==> src/rtl/dacctl_pkg.sv <==
package dacctl_pkg;
   localparam int BYTE_W = 8;
   localparam int CODE_W = 8;
   localparam int MODE_W = 2;
   localparam int NIB_W  = CODE_W / 2;

   typedef enum logic [1:0] {
      PH_IDLE,
      PH_ADDR,
      PH_HI,
      PH_LO
   } phase_t;

   typedef enum logic [MODE_W-1:0] {
      PD_NORMAL   = 2'b00,
      PD_PULL_1K  = 2'b01,
      PD_PULL_100K = 2'b10,
      PD_HIZ      = 2'b11
   } pd_sel_t;
endpackage

==> src/rtl/line_filter.sv <==
module line_filter #(
   parameter int SYNC_STAGES = 2,
   parameter int FILT_LEN    = 3
) (
   input  logic clk,
   input  logic rst_n,
   input  logic raw,
   output logic clean
);
   if (SYNC_STAGES < 2) begin : g_bad_sync
      $error("SYNC_STAGES must be at least 2");
   end
   if (FILT_LEN < 1 || (FILT_LEN % 2) == 0) begin : g_bad_filt
      $error("FILT_LEN must be odd and positive");
   end

   logic [SYNC_STAGES-1:0] chain;

   always_ff @(posedge clk or negedge rst_n) begin
      if (!rst_n) chain <= '1;
      else        chain <= {chain[SYNC_STAGES-2:0], raw};
   end

   if (FILT_LEN == 1) begin : g_pass
      always_ff @(posedge clk or negedge rst_n) begin
         if (!rst_n) clean <= 1'b1;
         else        clean <= chain[SYNC_STAGES-1];
      end
   end else begin : g_vote
      logic [FILT_LEN-1:0] win;
      always_ff @(posedge clk or negedge rst_n) begin
         if (!rst_n) begin
            win   <= '1;
            clean <= 1'b1;
         end else begin
            win   <= {win[FILT_LEN-2:0], chain[SYNC_STAGES-1]};
            clean <= ($countones(win) > (FILT_LEN / 2));
         end
      end
   end
endmodule

==> src/rtl/bus_events.sv <==
module bus_events (
   input  logic clk,
   input  logic rst_n,
   input  logic scl_f,
   input  logic sda_f,
   output logic scl_rise,
   output logic scl_fall,
   output logic start_evt,
   output logic stop_evt
);
   logic scl_d, sda_d;

   always_ff @(posedge clk or negedge rst_n) begin
      if (!rst_n) begin
         scl_d <= 1'b1;
         sda_d <= 1'b1;
      end else begin
         scl_d <= scl_f;
         sda_d <= sda_f;
      end
   end

   always_comb begin
      scl_rise  = scl_f & ~scl_d;
      scl_fall  = ~scl_f & scl_d;
      start_evt = scl_f & scl_d & sda_d & ~sda_f;
      stop_evt  = scl_f & scl_d & ~sda_d & sda_f;
   end
endmodule

==> src/rtl/frame_engine.sv <==
module frame_engine
   import dacctl_pkg::*;
#(
   parameter logic [5:0] DEV_PREFIX = 6'b100110,
   parameter logic [6:0] BCAST_ADDR = 7'b1001000,
   parameter logic [4:0] HS_TAG     = 5'b00001
) (
   input  logic              clk,
   input  logic              rst_n,
   input  logic              sel_bit,
   input  logic              sda_f,
   input  logic              scl_rise,
   input  logic              scl_fall,
   input  logic              start_evt,
   input  logic              stop_evt,
   output logic              pull_low,
   output logic [CODE_W-1:0] code_q,
   output logic [MODE_W-1:0] mode_q,
   output logic              upd,
   output logic              hs_flag
);
   localparam int CNT_W = $clog2(BYTE_W + 2);
   localparam logic [CNT_W-1:0] LAST_BIT = CNT_W'(BYTE_W);
   localparam logic [CNT_W-1:0] ACK_SLOT = CNT_W'(BYTE_W + 1);
   localparam int HOLD_W = MODE_W + NIB_W;

   phase_t               phase;
   logic [CNT_W-1:0]     bit_cnt;
   logic [BYTE_W-1:0]    shreg;
   logic [HOLD_W-1:0]    hi_hold;
   logic                 addr_hit, hs_code, byte_ok;

   always_comb begin
      addr_hit = !shreg[0] &&
                 ((shreg[7:1] == {DEV_PREFIX, sel_bit}) || (shreg[7:1] == BCAST_ADDR));
      hs_code  = (phase == PH_ADDR) && (shreg[7:3] == HS_TAG);
      byte_ok  = (phase == PH_ADDR) ? addr_hit : 1'b1;
   end

   always_ff @(posedge clk or negedge rst_n) begin
      if (!rst_n) begin
         phase    <= PH_IDLE;
         bit_cnt  <= '0;
         shreg    <= '0;
         hi_hold  <= '0;
         pull_low <= 1'b0;
         code_q   <= '0;
         mode_q   <= PD_NORMAL;
         upd      <= 1'b0;
         hs_flag  <= 1'b0;
      end else begin
         upd <= 1'b0;
         if (stop_evt) begin
            phase    <= PH_IDLE;
            bit_cnt  <= '0;
            pull_low <= 1'b0;
            hs_flag  <= 1'b0;
         end else if (start_evt) begin
            phase    <= PH_ADDR;
            bit_cnt  <= '0;
            pull_low <= 1'b0;
         end else if (phase != PH_IDLE) begin
            if (scl_rise && bit_cnt < LAST_BIT) begin
               shreg   <= {shreg[BYTE_W-2:0], sda_f};
               bit_cnt <= bit_cnt + 1'b1;
            end else if (scl_fall && bit_cnt == LAST_BIT) begin
               if (byte_ok) begin
                  pull_low <= 1'b1;
                  bit_cnt  <= ACK_SLOT;
               end else begin
                  phase   <= PH_IDLE;
                  bit_cnt <= '0;
                  if (hs_code) hs_flag <= 1'b1;
               end
            end else if (scl_fall && bit_cnt == ACK_SLOT) begin
               pull_low <= 1'b0;
               bit_cnt  <= '0;
               case (phase)
                  PH_ADDR: phase <= PH_HI;
                  PH_HI: begin
                     hi_hold <= shreg[HOLD_W-1:0];
                     phase   <= PH_LO;
                  end
                  PH_LO: begin
                     code_q <= {hi_hold[NIB_W-1:0], shreg[BYTE_W-1 -: NIB_W]};
                     mode_q <= hi_hold[HOLD_W-1 -: MODE_W];
                     upd    <= 1'b1;
                     phase  <= PH_HI;
                  end
                  default: phase <= PH_IDLE;
               endcase
            end
         end
      end
   end
endmodule

==> src/rtl/i2c_dac_ctl.sv <==
module i2c_dac_ctl
   import dacctl_pkg::*;
#(
   parameter int         SYNC_STAGES = 2,
   parameter int         FILT_LEN    = 3,
   parameter logic [5:0] DEV_PREFIX  = 6'b100110,
   parameter logic [6:0] BCAST_ADDR  = 7'b1001000,
   parameter logic [4:0] HS_TAG      = 5'b00001
) (
   input  logic              clk,
   input  logic              rst_n,
   input  logic              addr_sel,
   input  logic              scl_in,
   input  logic              sda_in,
   output logic              sda_drive_low,
   output logic [CODE_W-1:0] dac_code,
   output logic [MODE_W-1:0] pd_mode,
   output logic              update_pulse,
   output logic              hs_active
);
   localparam int N_LINES = 2;

   logic [N_LINES-1:0] raw_lines, clean_lines;
   logic scl_clean, sda_clean;
   logic scl_rise, scl_fall, start_evt, stop_evt;
   logic sel_q, sel_taken;

   assign raw_lines = {sda_in, scl_in};

   for (genvar i = 0; i < N_LINES; i++) begin : g_line
      line_filter #(.SYNC_STAGES(SYNC_STAGES), .FILT_LEN(FILT_LEN)) u_filt (
         .clk(clk), .rst_n(rst_n), .raw(raw_lines[i]), .clean(clean_lines[i]));
   end

   assign scl_clean = clean_lines[0];
   assign sda_clean = clean_lines[1];

   always_ff @(posedge clk or negedge rst_n) begin
      if (!rst_n) begin
         sel_q     <= 1'b0;
         sel_taken <= 1'b0;
      end else if (!sel_taken) begin
         sel_q     <= addr_sel;
         sel_taken <= 1'b1;
      end
   end

   bus_events u_evt (
      .clk(clk), .rst_n(rst_n), .scl_f(scl_clean), .sda_f(sda_clean),
      .scl_rise(scl_rise), .scl_fall(scl_fall),
      .start_evt(start_evt), .stop_evt(stop_evt));

   frame_engine #(.DEV_PREFIX(DEV_PREFIX), .BCAST_ADDR(BCAST_ADDR), .HS_TAG(HS_TAG)) u_eng (
      .clk(clk), .rst_n(rst_n), .sel_bit(sel_q), .sda_f(sda_clean),
      .scl_rise(scl_rise), .scl_fall(scl_fall),
      .start_evt(start_evt), .stop_evt(stop_evt),
      .pull_low(sda_drive_low), .code_q(dac_code), .mode_q(pd_mode),
      .upd(update_pulse), .hs_flag(hs_active));
endmodule

==> config.mk <==
export PLATFORM = sky130hd
export DESIGN_NAME = i2c_dac_ctl
export DESIGN_NICKNAME = d
export VERILOG_FILES = /design/src/rtl/dacctl_pkg.sv /design/src/rtl/line_filter.sv /design/src/rtl/bus_events.sv /design/src/rtl/frame_engine.sv /design/src/rtl/i2c_dac_ctl.sv
export SDC_FILE = /design/constraint.sdc
export NUM_CORES = 1
export LEC_CHECK = 0
export BUFFER_PORTS_ARGS = -buffer_cell sky130_fd_sc_hd__buf_2
export CORE_MARGIN = 5
export CORE_UTILIZATION = 60
export DETAILED_ROUTE_END_ITERATION = 7
export PLACE_DENSITY_LB_ADDON = 0.25
export SLEW_MARGIN = 20
export SYNTH_ARGS = -nofsm -noshare
export SYNTH_HDL_FRONTEND = slang
export SYNTH_SLANG_ARGS = --single-unit
==> constraint.sdc <==
create_clock -name clk -period 5.7 [get_ports clk]
set_clock_uncertainty 0.15 [all_clocks]
set_input_delay 0.57 -clock clk [delete_from_list [all_inputs] [get_ports clk]]
set_output_delay 0.57 -clock clk [all_outputs]
set_load 0.05 [all_outputs]
==> results.env, run 1 <==
POWER.SEQUENTIAL.FRACTION_PCT=55.5
SYNTH_TOP_AREA_CELL='sky130_fd_sc_hd__dfrtp_1'
GLOBALPLACE.CONGESTION=0.8372
SETUP.WORST_PATH.START_CLASS='register'
DR.PASS1.ITERS=4
FINAL_REPORT_SETUP_VIOLATION_COUNT=0
SYNTH_AREA_MM2=0.002027
SYNTH_TOP_CELL_AREA_SHARE_PCT=43.21
TOTAL_PLACED_CELLS_INCLUDING_TAP_CELLS=200
SYNTH.CELLS.MOST_FREQUENT='sky130_fd_sc_hd__dfrtp_1, sky130_fd_sc_hd__mux2_2, sky130_fd_sc_hd__dfstp_2'
AVGROUTEDWIREPERCELL_UM=16.84
CTS-HOLD-FIX-BUFFERS=0
POWER.CLOCK.FRACTION_PCT=20.0
NUMBER_OF_GLOBAL_ROUTE_VIAS_BEFORE_REPAIR=1246
POWER.LEAKAGE_nW=1.084
FINAL_PERIOD_MINUS_WORST_SETUP_SLACK_NS=2.168
CRITICAL_PATH.REG2REG.STARTPOINT='u_eng.bit_cnt[0]'
POST_CTS.RESIZED_INSTANCES=0
DRIVE_ABOVE_1_SHARE_PCT=41.98
FINALNETCOUNT=171
CRIT-REG2REG-CAPTURE='u_eng.bit_cnt[3]'
DR_TOTAL_VIAS=1188
DETAIL_ROUTE.DRC_VIOLATIONS=0
POWER.DENSITY_CELL_AREA_mW_PER_MM2=375.8
CRITPATHREQUIREDTIME_NS=5.84
INITIAL_CORE_UTIL_PCT=61.22
CTS_HTREE_LEVELS=2
NETLIST_INSTANCES=140
PEAKVDDDROP_mV=0.1944
SYNTH_TOP_CELLS_BY_AREA='sky130_fd_sc_hd__dfrtp_1, sky130_fd_sc_hd__dfstp_2, sky130_fd_sc_hd__mux2_2'
WORST_SKEW_PAIR.LATE_LATENCY_NS=0.37
FP.COREAREA_MM2=0.003311
FILLERINSTANCES=264
YOSYS_MOST_USED_DFF='sky130_fd_sc_hd__dfrtp_1'
POST-CTS-SETUP-BUFFERS=0
BUFFERS_ON_PORTS=17
DIE_HEIGHT_UM=68.12
CRITPATHCAPTURETYPE='register'
CRIT_ARRIVAL_NS=2.30
CLKTRANSATPATHREGS_NS=0.14
STD_CELL_ROWS=21
FMAXACHIEVABLE_GHz=0.4613
DIE_WIDTH_UM=68.12
SLEW_VIOLATIONS=0
MIN_PATH_TYPE='input pin to async pin'
CRIT_PATH_MAX_FANOUT=7
TIMING.FINAL.HOLD_VIOLATIONS=0
GRT_MAX_DEGREE=50
LOGIC_DEPTH_OF_THE_WORST_REGISTER_TO_REGISTER_PATH=7
FLOW.AREA_GROWTH_FROM_SYNTHESIS_PCT=9.074
TIGHTEST_SLEW_NS=0.5982
TIMING.FINAL.CRIT_SHARE_PCT=38.03
WIRE_LENGTH_OF_THE_FIRST_GLOBAL_ROUTING_PASS_UM=6127
SYNTH-EDFF-COUNT=0
UTILIZATION_PCT=66.78
CTS-ROOT-TO-SINK-BUFFERS=2
DRTANTENNAVIOLNETS=0
SYNTH_NETS=150
FINAL_CELLS=208
CTS-ROOT-BUF='sky130_fd_sc_hd__clkbuf_4'
ROUTED_WIRELENGTH_UM=3503
CTS_TREE='built'
STATUS='completed'
P_INT_mW=0.5530
SYNTHARSTFLOPSHARE_PCT=100.0
SEQ_AREA_FRAC_SYNTH_PCT=61.36
PER_CELL_VIA_COUNT_IN_THE_ROUTED_DESIGN=5.712
GLOBAL_ROUTE.USAGE.TOTAL_PCT=18.39
POWER.SWITCHING_FRACTION_PCT=33.44
TIMING.SETUP.CRITICAL_PATH_CLASS='register to register'
YOSYS_REGISTER_BITS=49
DETAILED_PLACE.AREA_MM2=0.002146
SYN_AVG_CELL_AREA_UM2=14.48
DIE-AREA_MM2=0.004640
CTS-BUFFERS-INSERTED=5
IO_PINS=18
YS_TYPES=41
HPWLAFTERDP_UM=2485
R2R_SLACK_NS=3.53
SETUP_TOTAL_NEGATIVE_SLACK_NS=0
GLOBALROUTE.TOTALOVERFLOW=0
CTS_SINKS=49
MAX-SLEW-MARGIN-REL_PCT=60.12
ANTENNA_FOUND_INITIAL=0
TOTAL_SWITCHING_POWER_mW=0.2779
TIMING.MAX_CAP.VIOLATIONS=0
COMB_POWER_SHARE_PCT=24.5
DR.FIRST_ITER.DRC_COUNT=95
FIN_TOTAL_PWR_mW=0.8308
SYNTHESIS.YOSYS.WARNINGS=0
ANTENNA-DIODE-COUNT=0
POST-SYNTH-TOP-COUNT-CELL='sky130_fd_sc_hd__dfrtp_1'
POSTLAYOUTCELLAREA_MM2=0.002211
RSZ0062_AT_GRT='no'
## sequential cells by signal (all words and copies together), names as in the netlist, 2 cells and up
signal and count:
u_eng.code_q 8, u_eng.shreg 8, g_line.u_filt.g_vote.win 6, u_eng.hi_hold 6, g_line.u_filt.chain 4, u_eng.bit_cnt 4, g_line.u_filt.clean 2, u_eng.mode_q 2
u_eng.phase 2
## per-layer routing
layer	global-route usage (%)	vias up	wire length, um
met5	0	-	0
met4	6.452	0	63
met3	6.404	4	158
met2	28.76	32	1764
met1	23.80	605	1516
li1	-	547	-
## worst max-delay path, stage by stage (launching register included)
cell and delay [ns]:
sky130_fd_sc_hd__dfrtp_1 0.44, sky130_fd_sc_hd__inv_1 0.14, sky130_fd_sc_hd__ha_1 0.30, sky130_fd_sc_hd__o22ai_1 0.15
sky130_fd_sc_hd__o22ai_1 0.48, sky130_fd_sc_hd__or2_2 0.25, sky130_fd_sc_hd__nor2_1 0.04, sky130_fd_sc_hd__a31oi_1 0.15
## cell type report
class,count,area [um^2],area share (%)
multi-input combinational,84,744.5,33.67
timing repair buffer,17,87.58,3.962
sequential,49,1244,56.25
clock inverter,1,7.507,0.3396
inverter,4,15.01,0.6791
clock buffer,7,55.05,2.490
tap,46,57.56,2.603
## through the flow
step | hold WS, ns | worst slack [ns]
floorplan | 0.1244 | 3.874
detailed placement | 0.1969 | 3.562
global route | 0.06363 | 3.407
global placement | 0.1957 | 3.646
CTS | 0.1112 | 3.542
finish | 0.04180 | 3.532
## worst max path at each step
stage / start / to / slack (ns)
4_1_cts: u_eng.bit_cnt[0] / u_eng.code_q[5] / 3.54
3_3_place_gp: u_eng.bit_cnt[0] / u_eng.code_q[2] / 3.65
5_1_grt: u_eng.bit_cnt[0] / u_eng.bit_cnt[3] / 3.41
3_5_place_dp: u_eng.bit_cnt[0] / u_eng.code_q[5] / 3.56
6_report: u_eng.bit_cnt[0] / u_eng.bit_cnt[3] / 3.53
2_1_floorplan: u_eng.bit_cnt[0] / u_eng.bit_cnt[0] / 3.87
## logic make-up after synthesis
group                    after synthesis  share of synthesized area (%)
AO/OA/AOI/OAI                         22                          8.148
AND/OR/NAND/NOR                       29                          8.889
flip-flops                            49                          61.36
adder cells (fa/ha/maj)                5                          3.086
buffers and inverters                  7                          1.913
other                                  1                         0.1850
multiplexers                          25                          15.56
XOR/XNOR                               2                         0.8644
## layout by cell type (no fill, tap or decap), types with 2 or more instances in the layout
master | netlist | routed
sky130_fd_sc_hd__a21o_1 | 3 | 3
sky130_fd_sc_hd__a21oi_1 | 3 | 3
sky130_fd_sc_hd__a32o_1 | 2 | 2
sky130_fd_sc_hd__buf_2 | 1 | 16
sky130_fd_sc_hd__clkbuf_4 | 0 | 5
sky130_fd_sc_hd__dfrtp_1 | 35 | 35
sky130_fd_sc_hd__dfstp_2 | 14 | 14
sky130_fd_sc_hd__ha_1 | 5 | 5
sky130_fd_sc_hd__inv_1 | 4 | 4
sky130_fd_sc_hd__mux2_2 | 16 | 16
sky130_fd_sc_hd__mux2_4 | 9 | 9
sky130_fd_sc_hd__nand2_1 | 6 | 6
sky130_fd_sc_hd__nand2b_1 | 3 | 3
sky130_fd_sc_hd__nand3_1 | 4 | 4
sky130_fd_sc_hd__nor2_1 | 4 | 4
sky130_fd_sc_hd__o21a_1 | 2 | 2
sky130_fd_sc_hd__o22a_1 | 2 | 2
sky130_fd_sc_hd__o22ai_1 | 3 | 3
## power by group through the flow
stage / clock (mW) / combinational, mW / sequential, mW
6_report: 0.166 / 0.204 / 0.461
4_1_cts: 0.171 / 0.205 / 0.462
3_5_place_dp: 0 / 0.204 / 0.468
5_1_grt: 0.190 / 0.225 / 0.471
3_3_place_gp: 0 / 0.190 / 0.462
2_1_floorplan: 0 / 0.148 / 0.462
No activity file was read; power rests on OpenSTA's default activity.
==> inputs of run 2 (changes only) <==
--- a/config.mk
+++ b/config.mk
@@ -7,7 +7,7 @@
 export LEC_CHECK = 0
 export BUFFER_PORTS_ARGS = -buffer_cell sky130_fd_sc_hd__buf_2
 export CORE_MARGIN = 5
-export CORE_UTILIZATION = 60
+export CORE_UTILIZATION = 52
 export DETAILED_ROUTE_END_ITERATION = 7
 export PLACE_DENSITY_LB_ADDON = 0.25
 export SLEW_MARGIN = 20
==> constraint.sdc (replaced) <==
create_clock -name clk -period 1.85 [get_ports clk]
set_clock_uncertainty 0.15 [all_clocks]
set_input_delay 0.185 -clock clk [delete_from_list [all_inputs] [get_ports clk]]
set_output_delay 0.185 -clock clk [all_outputs]
set_load 0.05 [all_outputs]
==> results.env, run 2 (synthesis gave the netlist of run 1 again) <==
TIMING.SETUP.CRITICAL_PATH_CLASS='register to register'
CRIT_ARRIVAL_NS=1.88  # -0.42 ns
HPWLAFTERDP_UM=2516  # +1.2%
MAX-SLEW-MARGIN-REL_PCT=64.82  # +4.7 points
CRITICAL_PATH.REG2REG.STARTPOINT='u_evt.scl_d'
DR_TOTAL_VIAS=1228  # +3.4%
HOLDPATHSTAGES=0
FINALNETCOUNT=190  # +11%
WIRE_LENGTH_OF_THE_FIRST_GLOBAL_ROUTING_PASS_UM=6106  # -0.34%
FINAL_PERIOD_MINUS_WORST_SETUP_SLACK_NS=1.838  # -0.3301 ns
CRIT-REG2REG-CAPTURE='u_eng.code_q[1]'
PRE_CTS_SLACK_NS=-0.04148  # -3.604 ns
TIMING.MAX_CAP.VIOLATIONS=0  # unchanged
UTILIZATION_PCT=67.88  # +1.1 points
BUFFERS_ON_PORTS=17  # unchanged
CTS-ROOT-TO-SINK-BUFFERS=2  # unchanged
POWER.DENSITY_CELL_AREA_mW_PER_MM2=1220  # +220%
CTS_TREE='built'
FP.COREAREA_MM2=0.003716  # +12%
GLOBAL_ROUTE.USAGE.TOTAL_PCT=15.23  # -3.2 points
DRTANTENNAVIOLNETS=0  # unchanged
LOGIC_DEPTH_OF_THE_WORST_REGISTER_TO_REGISTER_PATH=5  # -2
MIN_DELAY_WORST_ENDPOINT='g_line[1].u_filt.g_vote.win[0]'
GLOBALROUTE.TOTALOVERFLOW=0  # unchanged
FLOW.AREA_GROWTH_FROM_SYNTHESIS_PCT=24.44
R2R_SLACK_NS=0.01  # -3.52 ns
CRITPATHCAPTURETYPE='register'
HOLD_SLACK_NS=0.2144  # +0.1726 ns
MIN-DELAY-START='g_line[1].u_filt.chain[1]'
INITIAL_CORE_UTIL_PCT=54.55  # -6.7 points
TIGHTEST_SLEW_NS=0.5277  # -0.07048 ns
DIE-AREA_MM2=0.005247  # +13%
STD_CELL_ROWS=22  # +4.8%
TIMING.FINAL.HOLD_VIOLATIONS=0  # unchanged
PEAKVDDDROP_mV=0.6187  # +220%
NUMBER_OF_GLOBAL_ROUTE_VIAS_BEFORE_REPAIR=1295  # +3.9%
PER_CELL_VIA_COUNT_IN_THE_ROUTED_DESIGN=5.362  # -6.1%
TIMING.FINAL.CRIT_SHARE_PCT=99.35  # +61 points
GRT_MAX_DEGREE=28  # -44%
IO_PINS=18  # unchanged
MIN_PATH_TYPE='register to register'
SETUP_TOTAL_NEGATIVE_SLACK_NS=0  # unchanged
CLKTRANSATPATHREGS_NS=0.09  # -0.05 ns
DIE_WIDTH_UM=72.44  # +6.3%
ANTENNA_FOUND_INITIAL=0  # unchanged
AVGROUTEDWIREPERCELL_UM=16.25  # -3.5%
DETAIL_ROUTE.DRC_VIOLATIONS=0  # unchanged
STATUS='completed'
CRIT_PATH_MAX_FANOUT=11  # +4
LARGESTREGISTERS='u_eng.code_q: 8 flops, u_eng.shreg: 8 flops'
POWER.LEAKAGE_nW=1.238  # +14%
CTS_HTREE_LEVELS=2  # unchanged
WORST_SKEW_PAIR.LATE_LATENCY_NS=0.30  # -0.07 ns
FMAXACHIEVABLE_GHz=0.5441  # +18%
SETUP.WORST_PATH.START_CLASS='register'
ROUTED_WIRELENGTH_UM=3721  # +6.2%
MOSTFREQUENTLAYOUTCELLS='sky130_fd_sc_hd__dfrtp_1, sky130_fd_sc_hd__buf_2, sky130_fd_sc_hd__mux2_2'
DR.FIRST_ITER.DRC_COUNT=55  # -42%
FINAL_REPORT_SETUP_VIOLATION_COUNT=0  # unchanged
LAYOUT_COMMONEST_CELL='sky130_fd_sc_hd__dfrtp_1'
CTS_SINKS=49  # unchanged
ANTENNA-DIODE-COUNT=0  # unchanged
POST-ROUTE-WORST-SETUP-SLACK_NS=0.01210  # -3.520 ns
DIE_HEIGHT_UM=72.44  # +6.3%
SLEW_VIOLATIONS=0  # unchanged
CTS-BUFFERS-INSERTED=5  # unchanged
DRIVE_ABOVE_1_SHARE_PCT=50.83  # +8.9 points
CTS-ROOT-BUF='sky130_fd_sc_hd__clkbuf_8'
DR.PASS1.ITERS=4  # unchanged
CRITPATHREQUIREDTIME_NS=1.89  # -3.95 ns
RSZ0062_AT_GRT='yes'
GLOBALPLACE.CONGESTION=0.9175  # +9.6%
run 2: worst max-delay path: stages, from the launching register on:
cell and delay [ns]:
sky130_fd_sc_hd__dfstp_2 0.58, sky130_fd_sc_hd__nand4bb_4 0.15, sky130_fd_sc_hd__nor3b_4 0.24, sky130_fd_sc_hd__nand3_2 0.12, sky130_fd_sc_hd__buf_12 0.18, sky130_fd_sc_hd__mux2_4 0.30
run 2: report_power, final:
group	internal (mW)	switching (mW)	total, mW	leakage, nW
registers	1.24	0.185	1.42	0.619
logic	0.451	0.431	0.882	0.563
clock network	0.411	0.361	0.772	0.0563
total	2.10	0.977	3.08	1.24
run 2: area by class of cell:
class	count	area, um^2
sequential	49	1244
clock inverter	3	48.80
tap	48	60.06
clock buffer	5	68.82
timing repair buffer	36	275.3
inverter	4	15.01
fill	276	1194
multi-input combinational	84	810.8
run 2: how the worst max path moves through the flow:
stage                                 from                to  slack (ns)  depth (start not counted)
floorplan                 u_eng.bit_cnt[0]  u_eng.bit_cnt[0]        0.02                          7
global placement    g_line[0].u_filt.clean    u_eng.shreg[3]        0.03                          4
detailed placement        u_eng.bit_cnt[0]    u_eng.phase[0]       -0.04                          7
CTS                            u_evt.scl_d   u_eng.code_q[1]       -0.01                          5
global route                   u_evt.scl_d   u_eng.code_q[5]       -0.02                          5
finish                         u_evt.scl_d   u_eng.code_q[1]        0.01                          5
run 2: repair_timing:
action	4_1_cts	5_1_grt
hold buffers	4	0
pin swaps	1	2
gates cloned	0	0
hold endpoints to repair	21	0
setup endpoints to repair	19	27
buffers inserted	1	1
resized for setup	1	11
run 2: through the flow:
step	power [mW]	instances	instance area, um^2
6_report	3.077	229	2522
5_1_grt	3.240	229	2522
4_1_cts	2.953	228	2451
3_5_place_dp	2.159	215	2283
3_3_place_gp	2.122	215	2283
2_1_floorplan	1.880	140	2027
run 2: layer usage:
metal | routed length (um) | up-vias | global-route usage [%] | part of all wire, %
met3 | 143 | 9 | 3.324 | 3.8
met4 | 82 | 0 | 6.148 | 2.2
met1 | 1634 | 613 | 19.49 | 44
met2 | 1860 | 25 | 25.18 | 50
li1 | - | 581 | - | -
met5 | 0 | - | 0 | 0
==> inputs of run 3 (changes only) <==
--- a/config.mk
+++ b/config.mk
@@ -5,6 +5,7 @@
 export SDC_FILE = /design/constraint.sdc
 export NUM_CORES = 1
 export LEC_CHECK = 0
+export ABC_AREA = 1
 export BUFFER_PORTS_ARGS = -buffer_cell sky130_fd_sc_hd__buf_2
 export CORE_MARGIN = 5
 export CORE_UTILIZATION = 52
==> results.env, run 3 <==
HPWLAFTERDP_UM=2649  # +5.3%
FINAL_REPORT_SETUP_VIOLATION_COUNT=0  # unchanged
POST-SYNTH-TOP-COUNT-CELL='sky130_fd_sc_hd__nand2_1'
POWER.LEAKAGE_nW=1.243  # +0.35%
SYNTH_TOP_CELLS_BY_AREA='sky130_fd_sc_hd__dfrtp_1, sky130_fd_sc_hd__dfstp_2, sky130_fd_sc_hd__nand2_1'
FINALNETCOUNT=250  # +32%
IO_PINS=18  # unchanged
FIN_TOTAL_PWR_mW=2.635  # -14%
DR.FIRST_ITER.DRC_COUNT=70  # +27%
DRIVE_ABOVE_1_SHARE_PCT=31.12  # -20 points
DIE_HEIGHT_UM=73.47  # +1.4%
CRITPATHCAPTURETYPE='register'
SYN_AVG_CELL_AREA_UM2=10.02  # -31%
GLOBALPLACE.CONGESTION=0.8583  # -6.5%
SYNTH_TOP_AREA_CELL='sky130_fd_sc_hd__dfrtp_1'
MOSTFREQUENTLAYOUTCELLS='sky130_fd_sc_hd__nand2_1, sky130_fd_sc_hd__dfrtp_1, sky130_fd_sc_hd__inv_1'
GLOBAL_ROUTE.USAGE.TOTAL_PCT=16.11  # +0.88 points
POWER.DENSITY_CELL_AREA_mW_PER_MM2=1061  # -13%
FMAXACHIEVABLE_GHz=0.5767  # +6.0%
SYNTHARSTFLOPSHARE_PCT=100.0  # unchanged
FLOW.AREA_GROWTH_FROM_SYNTHESIS_PCT=18.58
CRIT-REG2REG-CAPTURE='u_eng.phase[1]'
CTS_SINKS=49  # unchanged
CRIT_PATH_MAX_FANOUT=3  # -8
CRITICAL_PATH.REG2REG.STARTPOINT='u_evt.scl_d'
WIRE_LENGTH_OF_THE_FIRST_GLOBAL_ROUTING_PASS_UM=6589  # +7.9%
LOGIC_DEPTH_OF_THE_WORST_REGISTER_TO_REGISTER_PATH=8  # +3
DIE-AREA_MM2=0.005397  # +2.9%
FP.COREAREA_MM2=0.003943  # +6.1%
ENDPOINT='u_eng.phase[1]'
TIMING.FINAL.CRIT_SHARE_PCT=93.73  # -5.6 points
CTS-ROOT-TO-SINK-BUFFERS=2  # unchanged
LAYOUT_COMMONEST_CELL='sky130_fd_sc_hd__nand2_1'
NUMBER_OF_GLOBAL_ROUTE_VIAS_BEFORE_REPAIR=1477  # +14%
NETLIST_INSTANCES=209  # +49%
SYNTH_NETS=219  # +46%
SLEW_VIOLATIONS=0  # unchanged
SYNTH.CELLS.MOST_FREQUENT='sky130_fd_sc_hd__nand2_1, sky130_fd_sc_hd__dfrtp_1, sky130_fd_sc_hd__inv_1'
POST-ROUTE-WORST-SETUP-SLACK_NS=0.1160  # +0.1039 ns
CTS-ROOT-BUF='sky130_fd_sc_hd__clkbuf_8'
WORST_SKEW_PAIR.LATE_LATENCY_NS=0.30  # about the same
ANTENNA_FOUND_INITIAL=0  # unchanged
INITIAL_CORE_UTIL_PCT=53.13  # -1.4 points
PER_CELL_VIA_COUNT_IN_THE_ROUTED_DESIGN=4.966  # -7.4%
TIMING.MAX_CAP.VIOLATIONS=0  # unchanged
SETUP.WORST_PATH.START_CLASS='register'
CTS_HTREE_LEVELS=2  # unchanged
BUFFERS_ON_PORTS=17  # unchanged
SYNTH_AREA_MM2=0.002095  # +3.3%
YOSYS_REGISTER_BITS=49  # unchanged
SEQ_AREA_FRAC_SYNTH_PCT=59.38  # -2.0 points
CRITPATHREQUIREDTIME_NS=1.89  # about the same
FINAL_PERIOD_MINUS_WORST_SETUP_SLACK_NS=1.734  # -0.1039 ns
MIN_PATH_TYPE='register to register'
YOSYS_MOST_USED_DFF='sky130_fd_sc_hd__dfrtp_1'
DETAIL_ROUTE.DRC_VIOLATIONS=0  # unchanged
STATUS='completed'
ROUTED_WIRELENGTH_UM=3634  # -2.3%
DRTANTENNAVIOLNETS=0  # unchanged
CLKTRANSATPATHREGS_NS=0.09  # about the same
CTS_TREE='built'
START_POINT_OF_THE_CRITICAL_PATH='u_evt.scl_d'
TOTAL_PLACED_CELLS_INCLUDING_TAP_CELLS=278  # +29%
PRE_CTS_SLACK_NS=0.002176  # +0.04365 ns
LARGESTREGISTERS='u_eng.code_q: 8 flops, u_eng.shreg: 8 flops'
FINAL_CELLS=291  # +27%
PEAKVDDDROP_mV=0.6376  # +3.1%
GLOBALROUTE.TOTALOVERFLOW=0  # unchanged
CTS-BUFFERS-INSERTED=5  # unchanged
STD_CELL_ROWS=23  # +4.5%
YS_TYPES=29  # -29%
CRIT_ARRIVAL_NS=1.78  # -0.10 ns
GRT_MAX_DEGREE=29  # +3.6%
DR.PASS1.ITERS=4  # unchanged
SYNTHESIS.YOSYS.WARNINGS=0  # unchanged
RSZ0062_AT_GRT='yes'
TIMING.FINAL.HOLD_VIOLATIONS=0  # unchanged
DR_TOTAL_VIAS=1445  # +18%
R2R_SLACK_NS=0.12  # +0.10 ns
DIE_WIDTH_UM=73.47  # +1.4%
SYNTH-EDFF-COUNT=0  # unchanged
AVGROUTEDWIREPERCELL_UM=12.49  # -23%
SYNTH_TOP_CELL_AREA_SHARE_PCT=41.82  # -1.4 points
ANTENNA-DIODE-COUNT=0  # unchanged
TIMING.SETUP.CRITICAL_PATH_CLASS='register to register'
[run 3: kinds of logic after synthesis]
group	Yosys count	synth area share [%]
and+or+nand+nor	90	20.01
AOI/OAI and AO/OA	33	10.51
other	1	0.1790
xor gates and xnor gates	1	0.4182
buffers and inverters	29	5.973
muxes	1	0.5376
DFF	49	59.38
adders and majority gates	5	2.987
[run 3: what timing repair did]
action                                 4_1_cts  5_1_grt
pin swaps                                    0        1
resized for setup                            1        6
setup endpoints to repair                    5        9
setup buffers                                0        1
hold buffers                                 4        0
endpoints found under the hold margin       12        0
[run 3: worst min path at each step]
| stage | start | to | slack (ns) | cells after the start |
|---|---|---|---|---|
| finish | g_line[1].u_filt.chain[1] | g_line[1].u_filt.g_vote.win[0] | 0.21 | 0 |
| global route | g_line[1].u_filt.chain[1] | g_line[1].u_filt.g_vote.win[0] | 0.21 | 0 |
| CTS | g_line[0].u_filt.chain[1] | g_line[0].u_filt.g_vote.win[0] | 0.21 | 0 |
| detailed placement | rst_n | u_eng.phase[1] | 0.04 | 1 |
| global placement | rst_n | u_eng.phase[0] | 0.03 | 1 |
| floorplan | rst_n | sel_q | -0.26 | 0 |
[run 3: final cells by class]
cell class              instances  area [um^2]
flip-flops and latches         49         1244
well taps                      50        62.56
clock buffers                   5        68.82
inverters                      26        97.59
fillers                       292         1459
repair buffers                 27        182.7
multi-input cells             131        759.5
clock inverters                 3        68.82
[run 3: worst max-delay path, stage by stage (launching register included)]
cell and delay, ns:
sky130_fd_sc_hd__dfstp_2 0.57, sky130_fd_sc_hd__inv_2 0.05, sky130_fd_sc_hd__nor2_2 0.11, sky130_fd_sc_hd__o211ai_1 0.15
sky130_fd_sc_hd__buf_4 0.16, sky130_fd_sc_hd__o21ai_1 0.18, sky130_fd_sc_hd__nand3_1 0.13, sky130_fd_sc_hd__nand2_1 0.08
sky130_fd_sc_hd__nand2_1 0.05
[run 3: power breakdown]
part	leakage (nW)	switching [mW]	internal, mW	total, mW
logic	0.545	0.328	0.155	0.483
registers	0.629	0.0709	1.18	1.25
clock network	0.0687	0.361	0.544	0.905
total	1.24	0.760	1.87	2.63
[run 3: metal layers]
layer | vias up | GRT usage, % | wire length, um
met5 | - | 0 | 0
met3 | 6 | 4.651 | 129
met4 | 0 | 6.439 | 62
met2 | 22 | 26.38 | 1824
li1 | 727 | - | -
met1 | 690 | 19.98 | 1617
[run 3: metrics by stage]
step                      cell area, um^2   TNS (ns)  hold WS, ns  utilization, %
after floorplan                      2095          0      -0.2606               -
after global placement               2265          0      0.03275           57.44
after detailed placement             2265          0      0.03589           57.44
after CTS                            2447          0       0.2103           62.08
after global routing                 2484  -0.009673       0.2126           63.00
final                                2484          0       0.2091           63.00
